**src/rtl/uart_rx_pkg.sv**
```systemverilog
package uart_rx_pkg;

    localparam int DATA_W   = 13;
    localparam int WORD_W   = 16;
    localparam int MIN_BITS = 6;
    localparam int MAX_BITS = 13;

    typedef enum logic [2:0] {
        ST_IDLE,
        ST_START,
        ST_DATA,
        ST_PARITY,
        ST_STOP1,
        ST_STOP2
    } rx_state_e;

    typedef struct packed {
        logic [3:0] nbits;
        logic       lsb_first;
        logic       par_en;
        logic       par_even;
        logic       par_stick;
        logic       stop2;
    } rx_cfg_t;

    typedef struct packed {
        logic              brk;
        logic              fe;
        logic              pe;
        logic [DATA_W-1:0] data;
    } rx_word_t;

    // Map a length code onto the supported data-bit range.
    function automatic logic [3:0] nbits_of(input logic [3:0] code);
        if (code < 4'(MIN_BITS))
            return 4'(MIN_BITS);
        else if (code > 4'(MAX_BITS))
            return 4'(MAX_BITS);
        else
            return code;
    endfunction

    // Parity bit the sender should have placed after the data.
    function automatic logic parity_expect(input logic acc, input logic even, input logic stick);
        if (stick)
            return ~even;
        else if (even)
            return acc;
        else
            return ~acc;
    endfunction

endpackage

```
**src/rtl/rx_line_front.sv**
```systemverilog
module rx_line_front #(
    parameter int SYNC_N = 2
) (
    input  logic clk,
    input  logic rst,
    input  logic rx_i,
    input  logic inv_i,
    output logic line_o,
    output logic fall_o
);

    logic [SYNC_N:0] pipe;

    always_ff @(posedge clk) begin
        if (rst)
            pipe <= '1;
        else
            pipe <= {pipe[SYNC_N-1:0], rx_i ^ inv_i};
    end

    assign line_o = pipe[SYNC_N-1];
    assign fall_o = pipe[SYNC_N] & ~pipe[SYNC_N-1];

endmodule

```
**src/rtl/rx_frame_engine.sv**
```systemverilog
module rx_frame_engine
    import uart_rx_pkg::*;
#(
    parameter int OSR = 8
) (
    input  logic                clk,
    input  logic                rst,
    input  logic                tick_i,
    input  logic                line_i,
    input  logic                fall_i,
    input  rx_cfg_t             cfg_i,
    output logic                busy_o,
    output logic                start_evt_o,
    output logic [WORD_W-1:0]   word_o,
    output logic                word_valid_o
);

    localparam int CW = (OSR > 2) ? $clog2(OSR) : 1;
    localparam logic [CW-1:0] HALF_M1 = CW'(OSR / 2 - 1);
    localparam logic [CW-1:0] FULL_M1 = CW'(OSR - 1);

    rx_state_e          st;
    rx_cfg_t            cfg_q;
    logic [CW-1:0]      tcnt;
    logic [3:0]         bidx;
    logic [3:0]         pos;
    logic [DATA_W-1:0]  shreg;
    logic               par_acc;
    logic               all_zero;
    logic               pe_q;
    logic               fe_q;
    logic               at_mid;
    logic               az_now;
    logic               fe_now;
    logic               finish;
    rx_word_t           word_q;
    logic               valid_q;
    logic               start_q;

    assign at_mid = tick_i && (tcnt == ((st == ST_START) ? HALF_M1 : FULL_M1));
    assign pos    = cfg_q.lsb_first ? bidx : (cfg_q.nbits - 4'd1 - bidx);
    assign az_now = all_zero & ~line_i;
    assign fe_now = (st == ST_STOP1) ? ~line_i : fe_q;
    assign finish = at_mid && ((st == ST_STOP2) || (st == ST_STOP1 && !cfg_q.stop2));

    always_ff @(posedge clk) begin
        if (rst) begin
            st       <= ST_IDLE;
            cfg_q    <= '0;
            tcnt     <= '0;
            bidx     <= '0;
            shreg    <= '0;
            par_acc  <= 1'b0;
            all_zero <= 1'b1;
            pe_q     <= 1'b0;
            fe_q     <= 1'b0;
            word_q   <= '0;
            valid_q  <= 1'b0;
            start_q  <= 1'b0;
        end else begin
            valid_q <= 1'b0;
            start_q <= 1'b0;
            if (tick_i && st != ST_IDLE)
                tcnt <= at_mid ? '0 : tcnt + 1'b1;
            unique case (st)
                ST_IDLE: begin
                    if (fall_i) begin
                        st       <= ST_START;
                        tcnt     <= '0;
                        cfg_q    <= cfg_i;
                        bidx     <= '0;
                        shreg    <= '0;
                        par_acc  <= 1'b0;
                        all_zero <= 1'b1;
                        pe_q     <= 1'b0;
                        fe_q     <= 1'b0;
                    end
                end
                ST_START: begin
                    if (at_mid) begin
                        if (!line_i) begin
                            st      <= ST_DATA;
                            start_q <= 1'b1;
                        end else begin
                            st <= ST_IDLE;
                        end
                    end
                end
                ST_DATA: begin
                    if (at_mid) begin
                        shreg[pos] <= line_i;
                        par_acc    <= par_acc ^ line_i;
                        all_zero   <= az_now;
                        bidx       <= bidx + 4'd1;
                        if (bidx == cfg_q.nbits - 4'd1)
                            st <= cfg_q.par_en ? ST_PARITY : ST_STOP1;
                    end
                end
                ST_PARITY: begin
                    if (at_mid) begin
                        pe_q     <= line_i != parity_expect(par_acc, cfg_q.par_even, cfg_q.par_stick);
                        all_zero <= az_now;
                        st       <= ST_STOP1;
                    end
                end
                ST_STOP1: begin
                    if (at_mid) begin
                        fe_q     <= ~line_i;
                        all_zero <= az_now;
                        if (cfg_q.stop2)
                            st <= ST_STOP2;
                    end
                end
                ST_STOP2: begin
                    if (at_mid)
                        all_zero <= az_now;
                end
                default: st <= ST_IDLE;
            endcase
            if (finish) begin
                st          <= ST_IDLE;
                word_q.brk  <= az_now;
                word_q.fe   <= fe_now;
                word_q.pe   <= pe_q;
                word_q.data <= shreg;
                valid_q     <= 1'b1;
            end
        end
    end

    assign busy_o       = (st != ST_IDLE);
    assign start_evt_o  = start_q;
    assign word_o       = word_q;
    assign word_valid_o = valid_q;

    a_r1_index_in_range: assert property (@(posedge clk) disable iff (rst)
        (st == ST_DATA) |-> (bidx < cfg_q.nbits));
    a_r3_no_parity_no_error: assert property (@(posedge clk) disable iff (rst)
        (word_valid_o && !cfg_q.par_en) |-> !word_o[13]);
    a_r6_break_implies_framing: assert property (@(posedge clk) disable iff (rst)
        (word_valid_o && word_o[15]) |-> word_o[14]);
    a_r8_valid_single_cycle: assert property (@(posedge clk) disable iff (rst)
        word_valid_o |=> !word_valid_o);
    a_r9_idle_at_delivery: assert property (@(posedge clk) disable iff (rst)
        word_valid_o |-> !busy_o);

endmodule

```
**src/rtl/rx_status_flags.sv**
```systemverilog
module rx_status_flags (
    input  logic       clk,
    input  logic       rst,
    input  logic       valid_i,
    input  logic [2:0] status_i,
    input  logic       start_evt_i,
    input  logic       clr_start_i,
    input  logic       clr_end_i,
    input  logic       clr_line_i,
    output logic       start_flag_o,
    output logic       end_flag_o,
    output logic       brk_flag_o,
    output logic       fe_flag_o,
    output logic       pe_flag_o
);

    logic [2:0] line_q;
    logic       start_q;
    logic       end_q;

    always_ff @(posedge clk) begin
        if (rst) begin
            line_q  <= '0;
            start_q <= 1'b0;
            end_q   <= 1'b0;
        end else begin
            line_q  <= (line_q & {3{~clr_line_i}}) | (status_i & {3{valid_i}});
            start_q <= (start_q & ~clr_start_i) | start_evt_i;
            end_q   <= (end_q & ~clr_end_i) | valid_i;
        end
    end

    assign brk_flag_o   = line_q[2];
    assign fe_flag_o    = line_q[1];
    assign pe_flag_o    = line_q[0];
    assign start_flag_o = start_q;
    assign end_flag_o   = end_q;

    a_r10_start_clear: assert property (@(posedge clk) disable iff (rst)
        (clr_start_i && !start_evt_i) |=> !start_flag_o);
    a_r10_end_on_word: assert property (@(posedge clk) disable iff (rst)
        valid_i |=> end_flag_o);
    a_r11_break_sticks: assert property (@(posedge clk) disable iff (rst)
        (valid_i && status_i[2]) |=> brk_flag_o);
    a_r11_clear_all: assert property (@(posedge clk) disable iff (rst)
        (clr_line_i && !valid_i) |=> (!brk_flag_o && !fe_flag_o && !pe_flag_o));

endmodule

```
**src/rtl/uart_frame_rx.sv**
```systemverilog
module uart_frame_rx
    import uart_rx_pkg::*;
#(
    parameter int OSR    = 8,
    parameter int SYNC_N = 2
) (
    input  logic        clk,
    input  logic        rst,
    input  logic        rx_i,
    input  logic        rx_inv_i,
    input  logic        tick_i,
    input  logic [3:0]  wlen_i,
    input  logic        lsb_first_i,
    input  logic        par_en_i,
    input  logic        par_even_i,
    input  logic        par_stick_i,
    input  logic        stop2_i,
    input  logic        clr_start_i,
    input  logic        clr_end_i,
    input  logic        clr_line_i,
    output logic [15:0] word_o,
    output logic        word_valid_o,
    output logic        busy_o,
    output logic        start_flag_o,
    output logic        end_flag_o,
    output logic        pe_flag_o,
    output logic        fe_flag_o,
    output logic        brk_flag_o
);

    logic    line;
    logic    fall;
    logic    start_evt;
    rx_cfg_t cfg;

    always_comb begin
        cfg.nbits     = nbits_of(wlen_i);
        cfg.lsb_first = lsb_first_i;
        cfg.par_en    = par_en_i;
        cfg.par_even  = par_even_i;
        cfg.par_stick = par_stick_i;
        cfg.stop2     = stop2_i;
    end

    rx_line_front #(.SYNC_N(SYNC_N)) u_front (
        .clk    (clk),
        .rst    (rst),
        .rx_i   (rx_i),
        .inv_i  (rx_inv_i),
        .line_o (line),
        .fall_o (fall)
    );

    rx_frame_engine #(.OSR(OSR)) u_engine (
        .clk          (clk),
        .rst          (rst),
        .tick_i       (tick_i),
        .line_i       (line),
        .fall_i       (fall),
        .cfg_i        (cfg),
        .busy_o       (busy_o),
        .start_evt_o  (start_evt),
        .word_o       (word_o),
        .word_valid_o (word_valid_o)
    );

    rx_status_flags u_flags (
        .clk          (clk),
        .rst          (rst),
        .valid_i      (word_valid_o),
        .status_i     (word_o[15:13]),
        .start_evt_i  (start_evt),
        .clr_start_i  (clr_start_i),
        .clr_end_i    (clr_end_i),
        .clr_line_i   (clr_line_i),
        .start_flag_o (start_flag_o),
        .end_flag_o   (end_flag_o),
        .brk_flag_o   (brk_flag_o),
        .fe_flag_o    (fe_flag_o),
        .pe_flag_o    (pe_flag_o)
    );

endmodule

```
**config.mk**
```make
export PLATFORM = sky130hd
export DESIGN_NAME = uart_frame_rx
export DESIGN_NICKNAME = d
export VERILOG_FILES = /design/src/rtl/uart_rx_pkg.sv /design/src/rtl/rx_line_front.sv /design/src/rtl/rx_frame_engine.sv /design/src/rtl/rx_status_flags.sv /design/src/rtl/uart_frame_rx.sv
export SDC_FILE = /design/constraint.sdc
export NUM_CORES = 1
export LEC_CHECK = 0
export BUFFER_PORTS_ARGS = -buffer_cell sky130_fd_sc_hd__buf_4
export CORE_MARGIN = 1.5
export CORE_UTILIZATION = 50
export DETAILED_ROUTE_END_ITERATION = 12
export GPL_TIMING_DRIVEN = 0
export PLACE_DENSITY = 0.72
export SYNTH_ARGS = -nofsm -noshare
export SYNTH_HDL_FRONTEND = slang
export SYNTH_SLANG_ARGS = --single-unit
```
**constraint.sdc**
```tcl
create_clock -name clk -period 2.6 [get_ports clk]
set_input_delay 0.52 -clock clk [delete_from_list [all_inputs] [get_ports clk]]
set_output_delay 0.52 -clock clk [all_outputs]
set_load 0.02 [all_outputs]
```
# Word-level counts from Yosys, hierarchy flattened
# Index checks and enable logic that the tools add are counted.
# totals
reg_bits,62
in_bits,17
output_inout_bits,23
wordCells,135
# classes
eq_ne,16
order_cmp,4
n_reduce_logical,22
add_sub_neg,4
mux,45
bitwise_logic,20
# ops
operator,count
$mux 3,13
$mux 13,2
$pmux 13 s2,1
$mux 4,5
$pmux 3 s6,1
$mux 1,15
$ne 2x1->1 const B,7
$bwmux 13,1
$reduce_and 3->1,4
$not 1->1,9
$pmux 1 s2,4
$pmux 4 s2,1
$reduce_and 8->1,1
$reduce_bool 2->1,4
$and 3x3->3,2
$eq 3x2->1 const B,2
$eq 3x3->1 const B,2
$logic_and 1x1->1,5
$lt 4x5->1 const B,1
$add 4x1->4 const B,1
$and 1x1->1,4
$demux 1 s4,1
$eq 4x4->1,1
$ge 4x1->1 const B,1
other kinds (21),23

# Logic depth before layout (Yosys ltp)
# Gate-level depths: netlist of run 1.
# depth
depth_word,10
depth_mapped,10
mapped_depth_nobuf,9

# Hierarchy
# From an unflattened synthesis of run 1, not the netlist that was laid out.
# unflattened
cells_unflattened,330
area_unflattened_um2,2937.8
# modules_own_cells
mod,seq_area_each_um2,cells_per_inst,instances,area_each_um2
rx_frame_engine,1081.0,295,1,2635.0
rx_status_flags,100.1,20,1,175.2
rx_line_front,60.1,8,1,93.8
uart_frame_rx,0.0,7,1,33.8

# Worst setup path before layout of run 1
# No wires, ideal clock.
# synth_path
path_type,register to register
from,register u_engine.cfg_q[5] (netlist bit)
to,register u_engine.shreg[10]
t_required_ns,2.472
n_path_buf,0
setup_time_ns,0.128
period_less_slack_ns,2.281
stages_incl_launch_ff,9
path_slack_ns,0.319
arrival_time_ns,2.153
cell_sequence,dfxtp_1 inv_1 ha_1 fa_1 xnor2_1 nor4_1 mux2i_1 a211oi_1 o22ai_1
# synth_between
elab_chain_cells,10
elab_cells_between_ends,11
# synth_lines
item,line,text
from (decl),rx_frame_engine.sv:23,rx_cfg_t cfg_q;
from (signal assigned),rx_frame_engine.sv:70,cfg_q <= cfg_i;
$sub 4x1->4 *,rx_frame_engine.sv:41,assign pos = cfg_q.lsb_first ? bidx : (cfg_q.nbits - 4'd1 - bidx);
$sub 4x4->4 *,rx_frame_engine.sv:41,
$mux 4 *,rx_frame_engine.sv:41,
$lt 4x5->1 (not written as such) or $ge 4x1->1 (tied branches),rx_frame_engine.sv:91,shreg[pos] <= line_i;
$logic_and 1x1->1 (not written as such),rx_frame_engine.sv:91,
$mux 1 (not written as such),rx_frame_engine.sv:91,
$demux 1 s4 *,n/a,
$bwmux 13 *,rx_frame_engine.sv:91,
$mux 13 *,rx_frame_engine.sv:90,if (at_mid) begin
$pmux 13 s2 *,rx_frame_engine.sv:65,unique case (st)
"to (signal, indexed assignment)",rx_frame_engine.sv:91,
to (decl),rx_frame_engine.sv:27,logic [DATA_W-1:0] shreg;
# Every way passes the cells marked *; elsewhere a longest branch is shown, timed or not. The select of a mux whose other input is x is not followed.
# A chain may end at the register's enable or synchronous reset.

# Worst setup path in the final report of run 1
# layout_path
from,register u_engine.cfg_q[5] (netlist bit)
to,register u_engine.shreg[9]
# Same word-level chain as after synthesis.

==> results of run 1 <==
==> area by class of cell <==
class,count,area share
multi-input combinational,281,0.463
sequential,62,0.340
timing repair buffer,38,0.0781
clock buffer,10,0.0377
tap,75,0.0257
buffer,19,0.0236
clock inverter,6,0.0195
inverter,12,0.0123
==> worst max path at each step <==
stage / endpoint / slack [ns] / depth (start not counted)
after global placement: u_engine.shreg[11] / 0.1 / 8
after CTS: u_engine.shreg[9] / 0.05 / 8
final: u_engine.shreg[9] / 0.18 / 8
after global routing: u_engine.shreg[9] / 0.0007 / 8
after detailed placement: u_engine.shreg[9] / 0.07 / 8
after floorplan: u_engine.shreg[10] / 0.32 / 8
==> kinds of logic (layout without fill, tap and decap cells) <==
group,after synthesis,count (layout),share of synthesized area
AOI/OAI and AO/OA,100,100,0.210
adders and majority gates,7,7,0.0312
DFF,62,62,0.407
xor gates and xnor gates,13,13,0.0423
buffers and inverters,31,85,0.0431
and+or+nand+nor,154,154,0.241
muxes,7,7,0.0242
==> sequential cells by signal (all words and copies together), names as in the netlist <==
register and count:
u_flags.end_flag_o 1, u_engine.par_acc 1, u_engine.cfg_q 9, u_flags.line_q 3
u_engine.pe_q 1, u_engine.tcnt 3, u_engine.all_zero 1, u_engine.st 3
u_engine.bidx 4, u_engine.shreg 13, u_flags.start_flag_o 1, u_engine.fe_q 1
u_engine.start_evt_o 1, u_front.pipe 3, u_engine.word_valid_o 1, u_engine.word_o 16
==> timing repair <==
item	4_1_cts	5_1_grt
resized for setup	0	4
endpoints found under the hold margin	0	0
setup endpoints to repair	0	4
==> Yosys cell counts, types with 6 or more instances <==
cell type  number  share of area
a211oi_1        7          0.017
xor2_1          6          0.017
inv_1          12          0.015
nand3_1         6         0.0099
ha_1            6          0.025
o21ai_0        24          0.039
nor2b_1         7          0.014
nor2_1         29          0.036
clkbuf_1       12          0.015
nand2_1        70          0.086
dfxtp_1        62           0.41
a21oi_1        34          0.056
buf_2           6         0.0099
o211ai_1       11          0.027
==> stage by stage <==
step / setup WS, ns / power (mW)
finish: 0.180 / 2.07
global route: 0.000693 / 2.15
detailed placement: 0.0708 / 1.21
floorplan: 0.319 / 1.15
CTS: 0.0469 / 2.08
global placement: 0.0971 / 1.21
==> per-layer routing <==
| metal | wire length (um) | vias up | global-route usage | part of all wire |
|---|---|---|---|---|
| met1 | 3180 | 1232 | 0.281 | 0.47 |
| met4 | 59 | 0 | 0.0776 | 0.0087 |
| met3 | 386 | 8 | 0.0551 | 0.057 |
| li1 | - | 1404 | - | - |
| met2 | 3190 | 66 | 0.359 | 0.47 |
| met5 | 0 | - | 0 | 0 |
==> cell usage in the layout, fill, tap and decap left out, drive strengths merged, types with 3 or more instances in the layout <==
master  count
a211oi      8
a21oi      34
a22oi       5
a32oi       3
and2        3
buf        45
clkbuf     22
clkinv      3
dfxtp      62
ha          6
inv        12
mux2        3
mux2i       4
nand2      70
nand2b      5
nand3       6
nor2       30
nor2b       7
nor3        7
nor3b       3
nor4        3
o211ai     13
o21ai      25
o22ai       3
or2         6
or3         3
or3b        3
xnor2       6
xor2        7
==> worst min-delay path, cell delays in order <==
cell and delay, ns:
buf_4 0.08, xnor2_1 0.05, nand2_1 0.05
==> power by group through the flow <==
stage / Clock [mW] / Combinational (mW) / Sequential [mW]
2_1_floorplan: 0 / 0.159 / 0.988
3_3_place_gp: 0 / 0.216 / 0.990
6_report: 0.876 / 0.226 / 0.968
5_1_grt: 0.933 / 0.250 / 0.969
3_5_place_dp: 0 / 0.219 / 0.990
4_1_cts: 0.889 / 0.220 / 0.968
==> impl_metrics.py, run 1 <==
metrics = {
    "run_status": {
        "status": "completed",
    },
    "worst_setup_path": {
        "path_class": "flip-flop to flip-flop",
        "r2r_start": "u_engine.cfg_q[5]",
        "critPathBufInv": 1,
        "max_stage_delay_ns": 0.45,
        "worstPathMaxFanout": 6,
        "cp-end-kind": "flip-flop",
        "rr_endpoint": "u_engine.shreg[9]",
        "crit_required_ns": 2.86,
        "critPathTopFamily": "adder cells",
        "worstSetupStartpointType": "flip-flop",
        "crit_chain": "inv_1 -> ha_1 -> fa_1 -> xnor2_1 -> nor4_2 -> mux2i_2 -> a21o_1 -> o22ai_1",
        "reg2reg_depth": 8,
        "critPathLaunch": "u_engine.cfg_q[5]",
        "r2r_slack_ns": 0.18,
        "critPathArrivalTime_ns": 2.68,
        "cp_slowest_cell": "fa_1",
    },
    "global_routing": {
        "antenna_found_initial": 0,
        "grt_pass1_wl_mm": 10.9,
        "grt_use_total": 0.220,
        "grt_pass1_vias": 2337,
        "grt_overflow": 0,
        "grt_max_degree": 13,
    },
    "sta": {
        "timing.hold.ws_ns": 0.383,
        "setup_viol": 0,
        "period_share": 0.931,
        "rsz0062_at_grt": "no",
        "hold_viol": 0,
        "fin_setup_tns_ns": 0,
        "slew_violations": 0,
        "fin_crit_ns": 2.42,
        "fin_skew_ns": 0.00913,
        "fmax_ghz": 0.413,
        "max_slew_margin": 0.606,
        "worst_pin_slew_ns": 0.591,
    },
    "detailed_routing": {
        "wirelength_mm": 6.81,
        "vias": 2710,
        "via_per_inst": 5.39,
        "antenna_left": 0,
        "avgRoutedWirePerCell_um": 13.5,
        "first_pass_iters": 4,
        "drc": 0,
        "drtIter0Drc": 162,
    },
    "clock_network": {
        "clk_path_buf_depth": 2,
        "root_buffer": "clkbuf_8",
        "post_cts_buffers": 0,
        "clock_latency_ns": 0.34,
        "htreeDepth": 3,
        "cts_sinks": 62,
        "cts_tree": "built",
        "cts_made_buffers": 9,
        "cts_hold_buf": 0,
        "clkTransAtPathRegs_ns": 0.08,
    },
    "yosys": {
        "syn_area_mm2": 0.00305,
        "synth-seq-area-share": 0.407,
        "yosys.cell_types.count": 52,
        "ys_ff_latch": 62,
        "synth_edf_count": 0,
        "synth_nets": 398,
        "synthCells": 374,
        "synth_flop_cell": "dfxtp_1",
        "async_flop_share": 0,
        "syn_avg_cell_area_um2": 8.15,
        "ys_warn_count": 0,
    },
    "worst_hold_path": {
        "worstHoldPathCells": 3,
        "worstHoldEndpoint": "u_front.pipe[0]",
        "hp-class": "input pin to flip-flop",
        "hold_start": "rx_i",
    },
    "die": {
        "die_h_um": 81.1,
        "core_area_mm2": 0.00589,
        "pin_count": 40,
        "dieArea_mm2": 0.00657,
        "fp.dieW_um": 81.1,
        "rows": 28,
        "start_util": 0.518,
    },
    "layout": {
        "drive_gt1_frac": 0.201,
        "syn_to_final_growth_pct": 19.8,
        "fin_nets": 447,
        "layout.cells.non_filler": 503,
        "fin_area_mm2": 0.00365,
        "seqCellArea_mm2": 0.00124,
        "fill_cells": 551,
        "multi_input_area_mm2": 0.00169,
        "diodes": 0,
        "utilization": 0.620,
    },
    "place": {
        "dp_hpwl_mm": 5.05,
        "portBuffers": 38,
        "dpl_cell_area_mm2": 0.00343,
        "place_congestion": 0.895,
        "dp.cells": 487,
    },
    "power_and_ir_drop": {
        "p_per_area_mw_per_mm2": 567,
        "p_switching_uw": 544,
        "power_frac_comb": 0.109,
        "ir_drop_mv": 0.268,
        "swShare": 0.263,
        "p_clk_frac": 0.423,
        "p_leak_nw": 1.34,
        "seq_power_share": 0.468,
        "internal_power_mw": 1.53,
    },
    "job": {
        "maxCapViolCount": 0,
    },
}
Power figures use the tool's default switching activity.
==> inputs of run 2 (changes only) <==
--- a/config.mk
+++ b/config.mk
@@ -10,6 +10,7 @@
 export CORE_UTILIZATION = 50
 export DETAILED_ROUTE_END_ITERATION = 12
 export GPL_TIMING_DRIVEN = 0
+export MAX_ROUTING_LAYER = met4
 export PLACE_DENSITY = 0.72
 export SYNTH_ARGS = -nofsm -noshare
 export SYNTH_HDL_FRONTEND = slang
==> run 2 against run 1 <==
Against the previous run: combinational power about the same; power up 2.2%; sequential share of layout area down 0.093 points; first-iteration DRC count down 15%; count of clock-buffer cells in the layout up 3; critical endpoint is now u_engine.shreg[0]; largest cell class unchanged; highest routed layer unchanged.
==> impl_metrics.py, run 2 (synthesis results as in run 1) <==
metrics = {
    "detailed_routing": {
        "via_per_inst": 5.37,
        "highest_layer": "met4",
        "wl_met3_um": 426,
        "vias": 2702,
        "wirelength_mm": 6.85,
        "avgRoutedWirePerCell_um": 13.6,
        "drt-met1-wl_mm": 3.27,
        "drc": 0,
        "antenna_left": 0,
        "drtIter0Drc": 137,
        "first_pass_iters": 4,
        "route.met2.wl_mm": 3.03,
    },
    "layout": {
        "diodes": 0,
        "layout.cells.non_filler": 503,
        "largest_reg_flops": 16,
        "drive_gt1_frac": 0.201,
        "multi_input_area_mm2": 0.00169,
        "seqCellArea_mm2": 0.00124,
        "mostFrequentLayoutCells": "nand2_1, dfxtp_1, buf_4, a21oi_1, nor2_1",
        "fill_cells": 544,
        "syn_to_final_growth_pct": 20.2,
        "fin_nets": 447,
        "final_common_cell": "nand2_1",
        "utilization": 0.622,
    },
    "die": {
        "core_area_mm2": 0.00589,
        "fp.dieW_um": 81.1,
        "dieArea_mm2": 0.00657,
        "die_h_um": 81.1,
        "start_util": 0.518,
        "pin_count": 40,
        "rows": 28,
    },
    "clock_network": {
        "htreeDepth": 3,
        "clkTransAtPathRegs_ns": 0.07,
        "post_cts_buffers": 0,
        "cts_made_buffers": 9,
        "root_buffer": "clkbuf_8",
        "clk_path_buf_depth": 2,
        "cts_sinks": 62,
        "clock_latency_ns": 0.34,
        "cts_tree": "built",
    },
    "sta": {
        "period_share": 0.923,
        "fin_crit_ns": 2.40,
        "fin_skew_ns": 0.00617,
        "timing.hold.ws_ns": 0.393,
        "setup_viol": 0,
        "max_slew_margin": 0.572,
        "hold_viol": 0,
        "slew_violations": 0,
        "worst_pin_slew_ns": 0.642,
        "fin_setup_tns_ns": 0,
        "fmax_ghz": 0.417,
    },
    "place": {
        "dp_hpwl_mm": 5.10,
        "dp.cells": 487,
        "place_congestion": 0.910,
        "portBuffers": 38,
    },
    "power_and_ir_drop": {
        "power_mw": 2.12,
        "ir_drop_mv": 0.302,
        "p_per_area_mw_per_mm2": 578,
        "p_leak_nw": 1.36,
    },
    "global_routing": {
        "antenna_found_initial": 0,
        "grt_max_degree": 11,
        "grt_pass1_wl_mm": 11.3,
        "grt_overflow": 0,
        "grt_use_total": 0.234,
        "grt_pass1_vias": 2428,
    },
    "worst_setup_path": {
        "r2r_slack_ns": 0.20,
        "worstPathMaxFanout": 5,
        "crit_required_ns": 2.87,
        "path_class": "flip-flop to flip-flop",
        "worstSetupStartpointType": "flip-flop",
        "max_stage_delay_ns": 0.45,
        "critPathArrivalTime_ns": 2.67,
        "cp_slowest_cell": "fa_1",
        "crit_chain": "inv_1 -> ha_1 -> fa_1 -> xnor2_1 -> a211oi_2 -> mux2_2 -> or2_4 -> o211ai_1",
        "cp-end-kind": "flip-flop",
    },
    "job": {
        "maxCapViolCount": 0,
    },
    "worst_hold_path": {
        "hp-class": "input pin to flip-flop",
    },
    "run_status": {
        "status": "completed",
    },
}
==> run 2: cell count changes in the layout (fill, tap and decap cells not counted), sizes merged <==
cell	change
clkbuf	+3
clkinv	-1
clkinvlp	-2
==> run 2: area by class of cell <==
cell class / count / share of cell area
plain buffers: 19 / 0.0236
clock inverters: 3 / 0.0109
repair buffers: 38 / 0.0779
well taps: 75 / 0.0256
inverters: 12 / 0.0123
flip-flops and latches: 62 / 0.339
multi-input cells: 281 / 0.461
clock buffers: 13 / 0.0489
==> run 2: worst paths after layout <==
kind | cells past startpoint | end | startpoint
worst max-delay path | 8 | u_engine.shreg[0] | u_engine.cfg_q[5]
worst min register to register | 1 | u_front.pipe[1] | u_front.pipe[0]
worst min-delay path | 3 | u_front.pipe[0] | rx_i
worst max register to register | 8 | u_engine.shreg[0] | u_engine.cfg_q[5]
==> run 2: repair_timing <==
action	CTS	global route
hold buffers	0	0
gates resized for setup	0	4
endpoints found under the setup margin	0	5
==> run 2: through the flow <==
| stage | setup WS [ns] | area (um^2) |
|---|---|---|
| global placement | 0.0966 | 3430 |
| CTS | 0.0516 | 3640 |
| detailed placement | 0.0631 | 3430 |
| global route | -0.0386 | 3660 |
| floorplan | 0.319 | 3050 |
| finish | 0.200 | 3660 |
==> run 2: layer usage <==
| metal | track usage | vias up |
|---|---|---|
| met1 | 0.293 | 1216 |
| met2 | 0.363 | 70 |
| met3 | 0.0539 | 12 |
| met4 | 0.0931 | 0 |
| met5 | - | - |
| li1 | - | 1404 |
==> run 2: power breakdown <==
part / internal, mW / switching (mW) / total (mW)
Sequential: 0.960 / 0.00850 / 0.969
Combinational: 0.0942 / 0.135 / 0.229
Clock: 0.544 / 0.374 / 0.918
==> run 2: worst max-delay path, delay by kind of cell (launching register included) <==
family	cells	cell delay, ns
AND/OR/NAND/NOR	1	0.28
adder cells (fa/ha/maj)	2	0.78
AO/OA/AOI/OAI	2	0.25
XOR/XNOR	1	0.27
multiplexers	1	0.32
buffers and inverters	1	0.05
flip-flops	1	0.37
==> inputs of run 3 (changes only) <==
--- a/config.mk
+++ b/config.mk
@@ -5,6 +5,7 @@
 export SDC_FILE = /design/constraint.sdc
 export NUM_CORES = 1
 export LEC_CHECK = 0
+export ABC_AREA = 1
 export BUFFER_PORTS_ARGS = -buffer_cell sky130_fd_sc_hd__buf_4
 export CORE_MARGIN = 1.5
 export CORE_UTILIZATION = 50
==> constraint.sdc (replaced) <==
create_clock -name clk -period 2.6 [get_ports clk]
set_input_delay 0.52 -clock clk [delete_from_list [all_inputs] [get_ports clk]]
set_output_delay 0.52 -clock clk [all_outputs]
set_load 0.1 [all_outputs]
==> run 3 against run 2 <==
Against the previous run: count of clock-buffer cells in the layout stayed put; register-to-register slack worse by 0.09 ns; wire length is 7.9% lower; final area is 3.0% lower; synthesized cell count is 3.2% higher; area after synthesis is 4.4% lower; clock power is 15% higher; die area is 4.2% lower; flip-flop and latch count stayed put.
==> impl_metrics.py, run 3 <==
metrics = {
    "worst_hold_path": {
        "worstHoldEndpoint": "u_engine.cfg_q[7]",
        "hold_start": "wlen_i[3]",
        "worstHoldPathCells": 2,
        "hp-class": "input pin to flip-flop",
    },
    "worst_setup_path": {
        "r2r_start": "u_engine.cfg_q[5]",
        "worstPathMaxFanout": 5,
        "path_class": "flip-flop to flip-flop",
        "reg2reg_depth": 9,
        "critPathArrivalTime_ns": 2.77,
        "crit_required_ns": 2.88,
        "cp-end-kind": "flip-flop",
        "rr_endpoint": "u_engine.shreg[10]",
        "worstSetupStartpointType": "flip-flop",
        "r2r_slack_ns": 0.11,
    },
    "layout": {
        "diodes": 0,
        "mostFrequentLayoutCells": "nand2_1, dfxtp_1, buf_4, inv_1, a21oi_1",
        "largest_reg_flops": 16,
        "final_common_cell": "nand2_1",
        "fin_area_mm2": 0.00355,
        "drive_gt1_frac": 0.195,
        "fin_nets": 460,
        "syn_to_final_growth_pct": 21.9,
        "layout.cells.non_filler": 513,
    },
    "global_routing": {
        "antenna_found_initial": 0,
        "grt_overflow": 0,
        "grt_use_total": 0.225,
        "grt_pass1_wl_mm": 10.6,
        "grt_max_degree": 11,
        "grt_pass1_vias": 2397,
    },
    "yosys": {
        "syn_avg_cell_area_um2": 7.55,
        "synth_flop_cell": "dfxtp_1",
        "synth_edf_count": 0,
        "synth_area_leaders": "dfxtp_1, nand2_1, a21oi_1",
        "synth_commonest_cells": "nand2_1, dfxtp_1, inv_1",
        "synth_nets": 410,
        "async_flop_share": 0,
        "ys_ff_latch": 62,
        "yosysMostFrequentCell": "nand2_1",
        "synth-seq-area-share": 0.426,
        "ys_warn_count": 0,
        "yosys.area.top_type": "dfxtp_1",
        "synthCells": 386,
        "yosys.cell_types.count": 34,
        "syn_area_mm2": 0.00291,
        "netlist.area_leader.share": 0.426,
    },
    "sta": {
        "max_slew_margin": 0.536,
        "fmax_ghz": 0.402,
        "rsz0062_at_grt": "yes",
        "fin_setup_tns_ns": 0,
        "slew_violations": 0,
        "fin_ws_ns": 0.110,
        "fin_crit_ns": 2.49,
        "worst_pin_slew_ns": 0.696,
        "hold_viol": 0,
        "setup_viol": 0,
        "period_share": 0.958,
        "fin_skew_ns": 0.00611,
    },
    "place": {
        "dp.cells": 497,
        "dp_hpwl_mm": 4.61,
        "place_congestion": 0.932,
        "dpl_cell_area_mm2": 0.00330,
        "dp_slack_ns": 0.114,
        "portBuffers": 39,
    },
    "clock_network": {
        "cts_tree": "built",
        "clk_path_buf_depth": 2,
        "htreeDepth": 3,
        "cts_sinks": 62,
        "root_buffer": "clkbuf_8",
        "clock_latency_ns": 0.35,
        "clkTransAtPathRegs_ns": 0.07,
        "cts_made_buffers": 9,
        "post_cts_buffers": 0,
    },
    "detailed_routing": {
        "wirelength_mm": 6.31,
        "via_per_inst": 5.20,
        "antenna_left": 0,
        "vias": 2669,
        "avgRoutedWirePerCell_um": 12.3,
        "first_pass_iters": 4,
        "drtIter0Drc": 254,
        "drc": 0,
    },
    "die": {
        "rows": 27,
        "pin_count": 40,
        "die_h_um": 79.3,
        "dieArea_mm2": 0.00629,
        "core_area_mm2": 0.00557,
        "fp.dieW_um": 79.3,
        "start_util": 0.523,
    },
    "job": {
        "maxCapViolCount": 0,
    },
    "run_status": {
        "status": "completed",
    },
    "power_and_ir_drop": {
        "power_frac_comb": 0.274,
        "ir_drop_mv": 0.404,
        "internal_power_mw": 1.92,
        "p_switching_uw": 967,
        "p_leak_nw": 1.50,
        "p_clk_frac": 0.366,
        "p_per_area_mw_per_mm2": 813,
        "swShare": 0.335,
        "seq_power_share": 0.360,
    },
}
## run 3: changes by cell type after synthesis, moves of 7 or more
cell      delta
a22o_1      +15
nand3_1     +11
nand4_1     +14
nand2_1     +26
nor2b_1      -7
clkbuf_1     -8
inv_1       +23
o211ai_1    -10
inv_2       +11
## run 3: worst max path at each step
stage,startpoint,to,cells after the start
floorplan,u_engine.cfg_q[5],u_engine.shreg[10],9
global placement,u_engine.cfg_q[5],u_engine.shreg[10],9
detailed placement,u_engine.cfg_q[5],u_engine.shreg[10],9
CTS,u_engine.cfg_q[5],u_engine.shreg[10],9
global route,u_engine.cfg_q[5],u_engine.shreg[11],9
finish,u_engine.cfg_q[5],u_engine.shreg[10],9
## run 3: repair_timing
item                       4_1_cts  5_1_grt
gates resized for setup          0        1
setup endpoints to repair        0        3
hold buffers                     0        0
## run 3: kinds of logic (layout without fill, tap and decap cells)
family,Yosys count,after routing,share of synthesized area
flip-flops,62,62,0.426
adder cells (fa/ha/maj),7,7,0.0326
buffers and inverters,54,109,0.0726
AND/OR/NAND/NOR,180,180,0.290
XOR/XNOR,7,7,0.0210
AO/OA/AOI/OAI,76,76,0.158
## run 3: power groups by stage
stage | clock, mW | combinational, mW | sequential [mW]
floorplan | 0 | 0.613 | 1.05
global placement | 0 | 0.758 | 1.06
detailed placement | 0 | 0.771 | 1.06
CTS | 1.06 | 0.775 | 1.04
global route | 1.10 | 0.891 | 1.04
finish | 1.06 | 0.792 | 1.04
## run 3: worst max-delay path, stage by stage, from the launching register on
cell and delay, ns:
dfxtp_1 0.39, inv_1 0.08, ha_1 0.34, fa_1 0.46
o21ai_0 0.21, inv_1 0.10, nor2_1 0.31, nand4_1 0.16
or2_0 0.23, a21oi_1 0.13
## run 3: layer usage
metal | part of all wire | wire length [um] | global-route usage
met4 | 0.028 | 174 | 0.128
met1 | 0.47 | 2980 | 0.272
met3 | 0.059 | 369 | 0.0460
met2 | 0.44 | 2780 | 0.348
met5 | 0 | 0 | -
## run 3: final cells by class
class	instances	area [um^2]
Inverter	47	176
Timing Repair Buffer	39	293
Clock buffer	13	159
Multi-Input combinational cell	270	1470
Clock inverter	3	90.1
Sequential cell	62	1240
Buffer	7	35.0
Tap cell	72	90.1
Fill cell	537	2020
## run 3: per-stage QoR
stage	utilization	power [mW]	hold slack [ns]
global route	0.637	3.03	0.409
detailed placement	0.591	1.83	0.394
CTS	0.636	2.88	0.374
global placement	0.591	1.81	0.394
finish	0.637	2.89	0.379
floorplan	-	1.66	0.389
